File: config.mk
export PLATFORM = sky130hd
export DESIGN_NAME = lane_parity_unit
export DESIGN_NICKNAME = d
export VERILOG_FILES = /design/src/rtl/lpu_pkg.sv /design/src/rtl/lpu_lane_map.sv /design/src/rtl/lpu_wr_path.sv /design/src/rtl/lpu_rd_check.sv /design/src/rtl/lpu_err_bank.sv /design/src/rtl/lane_parity_unit.sv
export SDC_FILE = /design/constraint.sdc
export NUM_CORES = 1
export LEC_CHECK = 0
export ABC_AREA = 0
export CAP_MARGIN = 20
export CORE_AREA = 2 2 50 52
export DETAILED_ROUTE_END_ITERATION = 7
export DIE_AREA = 0 0 52 54
export DONT_BUFFER_PORTS = 1
export PLACE_DENSITY = 0.75
export SYNTH_ARGS = -nofsm -noshare
export SYNTH_HDL_FRONTEND = slang
export SYNTH_SLANG_ARGS = --single-unit
File: constraint.sdc
create_clock -name clk -period 5.6 [get_ports clk]
set_input_delay 1.12 -clock clk [delete_from_list [all_inputs] [get_ports clk]]
set_output_delay 1.12 -clock clk [all_outputs]
set_load 0.02 [all_outputs]
File: src/rtl/lpu_pkg.sv
// Shared encodings for the byte-lane parity unit.
// Assumes the mode and port-size fields arrive as two-bit codes.
package lpu_pkg;

    typedef enum logic [1:0] {
        PM_OFF   = 2'b00,
        PM_CHECK = 2'b01,
        PM_RMW   = 2'b10,
        PM_RSVD  = 2'b11
    } par_mode_e;

    typedef enum logic [1:0] {
        PS_8    = 2'b00,
        PS_16   = 2'b01,
        PS_32   = 2'b10,
        PS_32R  = 2'b11
    } port_size_e;

    // Number of lanes a port of the given size spans, capped at the lane count.
    function automatic int unsigned lanes_in_port(input port_size_e ps, input int unsigned n_lanes);
        int unsigned n;
        case (ps)
            PS_8:    n = 1;
            PS_16:   n = 2;
            default: n = n_lanes;
        endcase
        return (n > n_lanes) ? n_lanes : n;
    endfunction

endpackage

File: src/rtl/lpu_lane_map.sv
// Active-lane mask: a lane counts only when the transfer enables it
// and the lane lies inside the port width. Assumes lane 0 is the
// least significant byte and narrow ports use the low lanes.
module lpu_lane_map
    import lpu_pkg::*;
#(
    parameter int LANES = 4
) (
    input  port_size_e        port_size,
    input  logic [LANES-1:0]  rd_be,
    output logic [LANES-1:0]  active,
    output logic              full_port
);

    int unsigned span;

    // Work out how many lanes the port spans.
    always_comb begin
        span      = lanes_in_port(port_size, LANES);
        full_port = (span == LANES);
    end

    for (genvar i = 0; i < LANES; i++) begin : g_lane
        // Lane is active if enabled and inside the port.
        always_comb active[i] = rd_be[i] && (i < span);
    end

endmodule

File: src/rtl/lpu_wr_path.sv
// Write path: merges partial writes with the old word when the merge
// is enabled, then generates one parity bit per byte of the result.
// Assumes rd_data holds the old word whenever merging is requested.
module lpu_wr_path #(
    parameter int LANES  = 4,
    parameter int LANE_W = 8,
    localparam int DATA_W = LANES * LANE_W
) (
    input  logic [DATA_W-1:0] wr_data,
    input  logic [LANES-1:0]  wr_be,
    input  logic [DATA_W-1:0] old_data,
    input  logic              merge_en,
    input  logic              odd_par,
    output logic [DATA_W-1:0] merged,
    output logic [LANES-1:0]  par_out
);

    for (genvar i = 0; i < LANES; i++) begin : g_lane
        logic [LANE_W-1:0] byte_q;

        // Pick the new byte unless merging keeps the old one.
        always_comb begin
            if (merge_en && !wr_be[i]) byte_q = old_data[i*LANE_W +: LANE_W];
            else                       byte_q = wr_data[i*LANE_W +: LANE_W];
        end

        // Place the byte and its parity on the outputs.
        always_comb begin
            merged[i*LANE_W +: LANE_W] = byte_q;
            par_out[i]                 = (^byte_q) ^ odd_par;
        end
    end

endmodule

File: src/rtl/lpu_rd_check.sv
// Read check: compares received parity lanes with parity recomputed
// from the read data and reports mismatches on enabled, active lanes.
// Assumes check_en already folds in the valid strobe and mode.
module lpu_rd_check #(
    parameter int LANES  = 4,
    parameter int LANE_W = 8,
    localparam int DATA_W = LANES * LANE_W
) (
    input  logic [DATA_W-1:0] rd_data,
    input  logic [LANES-1:0]  rd_par,
    input  logic [LANES-1:0]  active,
    input  logic              check_en,
    input  logic              odd_par,
    output logic [LANES-1:0]  lane_bad
);

    for (genvar i = 0; i < LANES; i++) begin : g_lane
        logic mismatch;

        // Ones count of byte plus parity bit must follow the sense.
        always_comb mismatch = (^rd_data[i*LANE_W +: LANE_W]) ^ rd_par[i] ^ odd_par;

        // Report only lanes in the transfer while checking.
        always_comb lane_bad[i] = check_en && active[i] && mismatch;
    end

endmodule

File: src/rtl/lpu_err_bank.sv
// Sticky error registers with write-one-to-clear strobes.
// Assumes a set request and a clear in the same cycle resolve to set.
module lpu_err_bank #(
    parameter int LANES = 4
) (
    input  logic              clk,
    input  logic              rst_n,
    input  logic [LANES-1:0]  lane_set,
    input  logic [LANES-1:0]  lane_clr,
    input  logic              cfg_set,
    input  logic              cfg_clr,
    output logic [LANES-1:0]  lane_err,
    output logic              cfg_err
);

    // Hold lane errors until cleared; new errors win over clears.
    always_ff @(posedge clk) begin
        if (!rst_n) lane_err <= '0;
        else        lane_err <= (lane_err & ~lane_clr) | lane_set;
    end

    // Same policy for the configuration error.
    always_ff @(posedge clk) begin
        if (!rst_n) cfg_err <= 1'b0;
        else        cfg_err <= (cfg_err & ~cfg_clr) | cfg_set;
    end

endmodule

File: src/rtl/lane_parity_unit.sv
// Byte-lane parity generator and checker for a 32-bit bus.
// Drives write parity in every mode, checks reads in check mode and in
// read-modify-write mode on full-width ports, flags read-modify-write
// on narrow ports, and keeps sticky error flags.
// Assumes one access per cycle and that rd_data carries the old word
// during a read-modify-write merge.
module lane_parity_unit #(
    parameter int LANES  = 4,
    parameter int LANE_W = 8,
    localparam int DATA_W = LANES * LANE_W
) (
    input  logic              clk,
    input  logic              rst_n,
    input  logic [1:0]        par_mode,
    input  logic [1:0]        port_size,
    input  logic              odd_par,
    input  logic [DATA_W-1:0] wr_data,
    input  logic [LANES-1:0]  wr_be,
    input  logic [DATA_W-1:0] rd_data,
    input  logic [LANES-1:0]  rd_par,
    input  logic [LANES-1:0]  rd_be,
    input  logic              rd_valid,
    input  logic [LANES-1:0]  lane_clr,
    input  logic              cfg_clr,
    output logic [LANES-1:0]  wr_par,
    output logic [DATA_W-1:0] wr_merged,
    output logic [LANES-1:0]  lane_err,
    output logic              cfg_err,
    output logic              any_err
);
    import lpu_pkg::*;

    par_mode_e        mode;
    port_size_e       psize;
    logic [LANES-1:0] active;
    logic             full_port;
    logic             rmw_sel;
    logic             merge_en;
    logic             check_en;
    logic             cfg_set;
    logic [LANES-1:0] lane_bad;

    // Decode the mode into merge, check and misconfiguration controls.
    always_comb begin
        mode     = par_mode_e'(par_mode);
        psize    = port_size_e'(port_size);
        rmw_sel  = (mode == PM_RMW);
        merge_en = rmw_sel && full_port;
        check_en = rd_valid && ((mode == PM_CHECK) || merge_en);
        cfg_set  = rd_valid && rmw_sel && !full_port;
    end

    lpu_lane_map #(.LANES(LANES)) u_map (
        .port_size (psize),
        .rd_be     (rd_be),
        .active    (active),
        .full_port (full_port)
    );

    lpu_wr_path #(.LANES(LANES), .LANE_W(LANE_W)) u_wr (
        .wr_data  (wr_data),
        .wr_be    (wr_be),
        .old_data (rd_data),
        .merge_en (merge_en),
        .odd_par  (odd_par),
        .merged   (wr_merged),
        .par_out  (wr_par)
    );

    lpu_rd_check #(.LANES(LANES), .LANE_W(LANE_W)) u_chk_path (
        .rd_data  (rd_data),
        .rd_par   (rd_par),
        .active   (active),
        .check_en (check_en),
        .odd_par  (odd_par),
        .lane_bad (lane_bad)
    );

    lpu_err_bank #(.LANES(LANES)) u_err (
        .clk      (clk),
        .rst_n    (rst_n),
        .lane_set (lane_bad),
        .lane_clr (lane_clr),
        .cfg_set  (cfg_set),
        .cfg_clr  (cfg_clr),
        .lane_err (lane_err),
        .cfg_err  (cfg_err)
    );

    // Summarise the lane errors.
    always_comb any_err = |lane_err;

endmodule

# Word level (Yosys, flattened, before mapping)
# Index checks and enable logic that the tools add are counted.
# word_totals
input_bits,89
wordCells,71
ff_bits,5
output_inout_bits,42
# classes
n_eq_ne,4
mux,6
n_bitwise,18
n_reduce_logical,36
order_cmp,5
# op_table
operator,count
$lt A1 B32 Y1 const A,2
$lt A2 B32 Y1 const A,2
$reduce_xor A8 Y1,8
$eq A32 B3 Y1 const B,1
$mux W8,4
$logic_and A1 B1 Y1,20
$xor A1 B1 Y1,12
$pmux W3 S2,1
$logic_not A1 Y1,5
$and A4 B4 Y4,1
$eq A2 B1 Y1 const B,2
$not A4 Y4,1
$or A4 B4 Y4,1
$reduce_or A4 Y1,1
$gt A3 B3 Y1 const B,1
$mux W3,1
$eq A2 B2 Y1 const B,1
$logic_not A2 Y1,1
$and A1 B1 Y1,1
$logic_or A1 B1 Y1,1
$not A1 Y1,1
$or A1 B1 Y1,1

# Logic depth before layout (Yosys ltp)
# logic_depth
word_depth,11
ltp_mapped,6

# Cells and area by module
# A second synthesis with hierarchy kept.
# unflattened
cells_unflattened,147
area_unflattened_um2,1859.3
# modules_own_cells
module,n_inst,seq_area_each_um2,area_each_um2,cells_per_inst
lpu_wr_path,1,0.0,1151.1,80
lpu_rd_check,1,0.0,395.4,37
lpu_err_bank,1,100.1,206.4,15
lpu_lane_map,1,0.0,61.3,8
lane_parity_unit,1,0.0,45.0,7

# Least setup slack after synthesis
# Ideal clock, no wire load.
# synth_timing
kind,input port to output port
startpoint,input port port_size[0]
endpoint,output port wr_par[1]
t_arrival_ns,2.496
path_stages,6
required_time_ns,4.480
path_buffers,0
setup_slack_ns,1.984
path_cell_list,or2_2 ha_1 nand3_1 nor2_2 mux2i_1 xnor2_1
# synth_via
elab_chain_cells,10
# synth_lines
item,line_no,text
"start, declared",lane_parity_unit.sv:15,"input logic [1:0] port_size,"
$eq A2 B1 Y1 or $logic_not A2 Y1 (tied branches),lpu_pkg.sv:22,case (ps)
$pmux W3 S2 (*),lpu_pkg.sv:22,
$gt A3 B3 Y1,lpu_pkg.sv:27,return (n > n_lanes) ? n_lanes : n;
$mux W3 (*),lpu_pkg.sv:27,
$eq A32 B3 Y1 (*),lpu_lane_map.sv:20,full_port = (span == LANES);
$logic_and A1 B1 Y1 (*),lane_parity_unit.sv:48,merge_en = rmw_sel && full_port;
$logic_and A1 B1 Y1 (*),lpu_wr_path.sv:23,if (merge_en && !wr_be[i]) byte_q = old_data[i*LANE_W +: LANE_W];
$mux W8 (*),lpu_wr_path.sv:23,
$reduce_xor A8 Y1 (*),lpu_wr_path.sv:30,par_out[i] = (^byte_q) ^ odd_par;
$xor A1 B1 Y1 (*),lpu_wr_path.sv:30,
"end, declared",lane_parity_unit.sv:25,"output logic [LANES-1:0] wr_par,"
# Mark *: on every way between the ends. The rest lies on a longest branch, timed or not.

# Final worst setup path
# Same ends and word-level chain as after synthesis.

==> out/qor.txt <==
fin crit period = 3.820 ns
drt initial violations = 5
DP Wirelength = 2.717 mm
slew margin rel. = 0.5703
DR vias/cell = 5.902
number of antenna violations at the first check in global routing = 0
Pleak = 0.4496 nW
Slew @ Worst Pin = 0.6378 ns
largest net degree at the start of global routing = 11
wire per inst = 17.08 um
r2r startpoint = u_err.cfg_err
GPL Wtd Cong = 0.7475
hold path endpoint = u_err.lane_err[1]
number of core rows = 18
pre-CTS WS = 1.754 ns
Final Cycle Share = 0.6821
Setup crit start kind = input pin
PortBufs = 0
Die H = 54 um
Starting Density = 0.5771
R2R Path End = u_err.cfg_err
# DRC = 0
setup TNS = 0 ns
Antenna Nets Post-Route = 0
smallest hold slack = 0.5992 ns
chip width = 52 um
r2r setup slk = 4.78 ns
Max Clock Skew = 0 ns
clock buffer count from CTS = 3
Synth Register Bits = 5
Worst Reg2Reg Path Length in Cells = 2
Finished Layout Cells = 174
GRT Util Overall = 0.1970
post-synth top area cell = xnor2_1
Vias = 1027
area grow syn2layout = 4.112%
CTS Root Cell = clkbuf_4
outcome = finished clean
core area = 2320 um2
Final Hold Fails = 0
Cells after DPL = 170
Ys Warns = 0
Yosys top cell area share = 0.3664
worst-path fanout max = 9
Post CTS Setup Buffer Count = 0
Final WS setup = 1.780 ns
Nets = 236
First-pass DRT Iterations = 5
Die ar. = 2808 um2
Cells after Synth = 141
final setup fails = 0
VDD IR max = 0.0001493 V
cts repair resizes = 0
placed inst area = 1368 um2
I/O pins = 131
total gr overflow = 0
Netlist cell types = 25
synth top area cells = xnor2_1, mux2_2, dfxtp_1
Mean Syn Cell Area = 9.495 um2
first-pass GRT wire length = 4.257 mm
RSZ-0062 raised after global routing = no
CTS Hold Bufs = 0
Seq/Total Area, Yosys = 0.07477
synthesized area = 1339 um2
critical path class = in2out
count of pins over their slew limit = 0
hold depth = 2
WP data required = 4.48 ns
insertion delay to the later sink of the worst-skew pair = 0.24 ns
Post-Syn Nets = 232
Hold Path Origin = u_err.lane_err[1]
CP Capture Type = primary output
# clock sinks = 5
vias in the first global route = 1073
max frequency = 261.8 MHz
design area = 1394 um2
ant diodes = 0
H-tree levels = 1
deepest clock path buffer count = 2
Critical Path AT = 2.70 ns
Max-cap violations = 0
WL final = 2.972 mm
clock transition at the registers of the reported paths = 0.04 ns
CTS tree = done
PwrDens = 195.2 nW/um2
share of cells above drive strength 1 = 0.2986
worst hold path type = reg2reg
## sequential cells by signal, summed over array words and instances (netlist names)
name and count:
u_err.cfg_err 1, u_err.lane_err 4
## power breakdown
group          internal, mW  switching [mW]  total, mW
Sequential           0.0370         0.00255     0.0396
Clock                0.0270          0.0151     0.0421
Combinational        0.0882           0.102      0.190
## cell type report
cell class	instances	area (um2)
flip-flops and latches	5	100.1
clock buffers	4	26.28
fillers	204	925.9
multi-input cells	131	1211
repair buffers	1	7.507
well taps	30	37.54
inverters	3	11.26
## worst max path at each step
stage	start	cells past startpoint	endpoint	slack (ns)
finish	port_size[0]	6	wr_par[1]	1.78
global route	port_size[1]	6	wr_par[1]	1.57
CTS	port_size[0]	6	wr_par[2]	1.76
detailed placement	port_size[0]	6	wr_par[2]	1.75
global placement	port_size[1]	6	wr_par[3]	1.83
floorplan	port_size[0]	6	wr_par[1]	1.98
## cells in the mapped netlist
master,count
xor2_1,11
nor4bb_1,2
mux2i_1,3
xnor2_1,56
nand3_1,2
nand4_1,1
mux2_2,32
xnor3_2,1
o41ai_2,1
nand2b_1,1
nor2_2,3
nand3b_1,4
nor2b_1,1
o21ai_0,3
or4_1,1
buf_6,1
buf_2,1
o31ai_1,2
or2_2,1
nand2_1,2
ha_1,2
dfxtp_1,5
o21a_1,1
o31ai_2,1
inv_1,3
## cell usage in the layout, fill, tap and decap left out, types with 3 or more instances in the layout
cell type	n
mux2_2	32
dfxtp_1	5
mux2i_1	3
nand3b_1	4
o21ai_0	3
clkbuf_4	3
nor2_2	3
xnor2_1	56
inv_1	3
xor2_1	11
## layer usage
layer  vias to the layer above  wire length [um]  track usage
li1                        489                 -            -
met1                       464               913       0.2062
met2                        71              1728       0.4114
met3                         3               315      0.02222
met4                         0                14      0.04386
met5                         -                 0            0
## kinds of logic after synthesis
logic type,Yosys count,synth area share
multiplexers,35,0.2916
flip-flops,5,0.07477
XOR/XNOR,68,0.4561
adder cells (fa/ha/maj),2,0.01869
AND/OR/NAND/NOR,18,0.08880
buffers and inverters,5,0.02056
AO/OA/AOI/OAI,8,0.04953
## metrics by stage
step / utilization / power [mW]
after floorplan: - / 0.2171
final: 0.6009 / 0.2721
after detailed placement: 0.5895 / 0.2325
after global placement: 0.5895 / 0.2297
after CTS: 0.6009 / 0.2748
after global routing: 0.6009 / 0.2922
## critical path: stages
cell and delay [ns]:
or2_2 0.11, ha_1 0.22, nand3_1 0.23, nor2_2 0.42, mux2i_1 0.17, xnor2_1 0.42
Power figures use the tool's default switching activity.
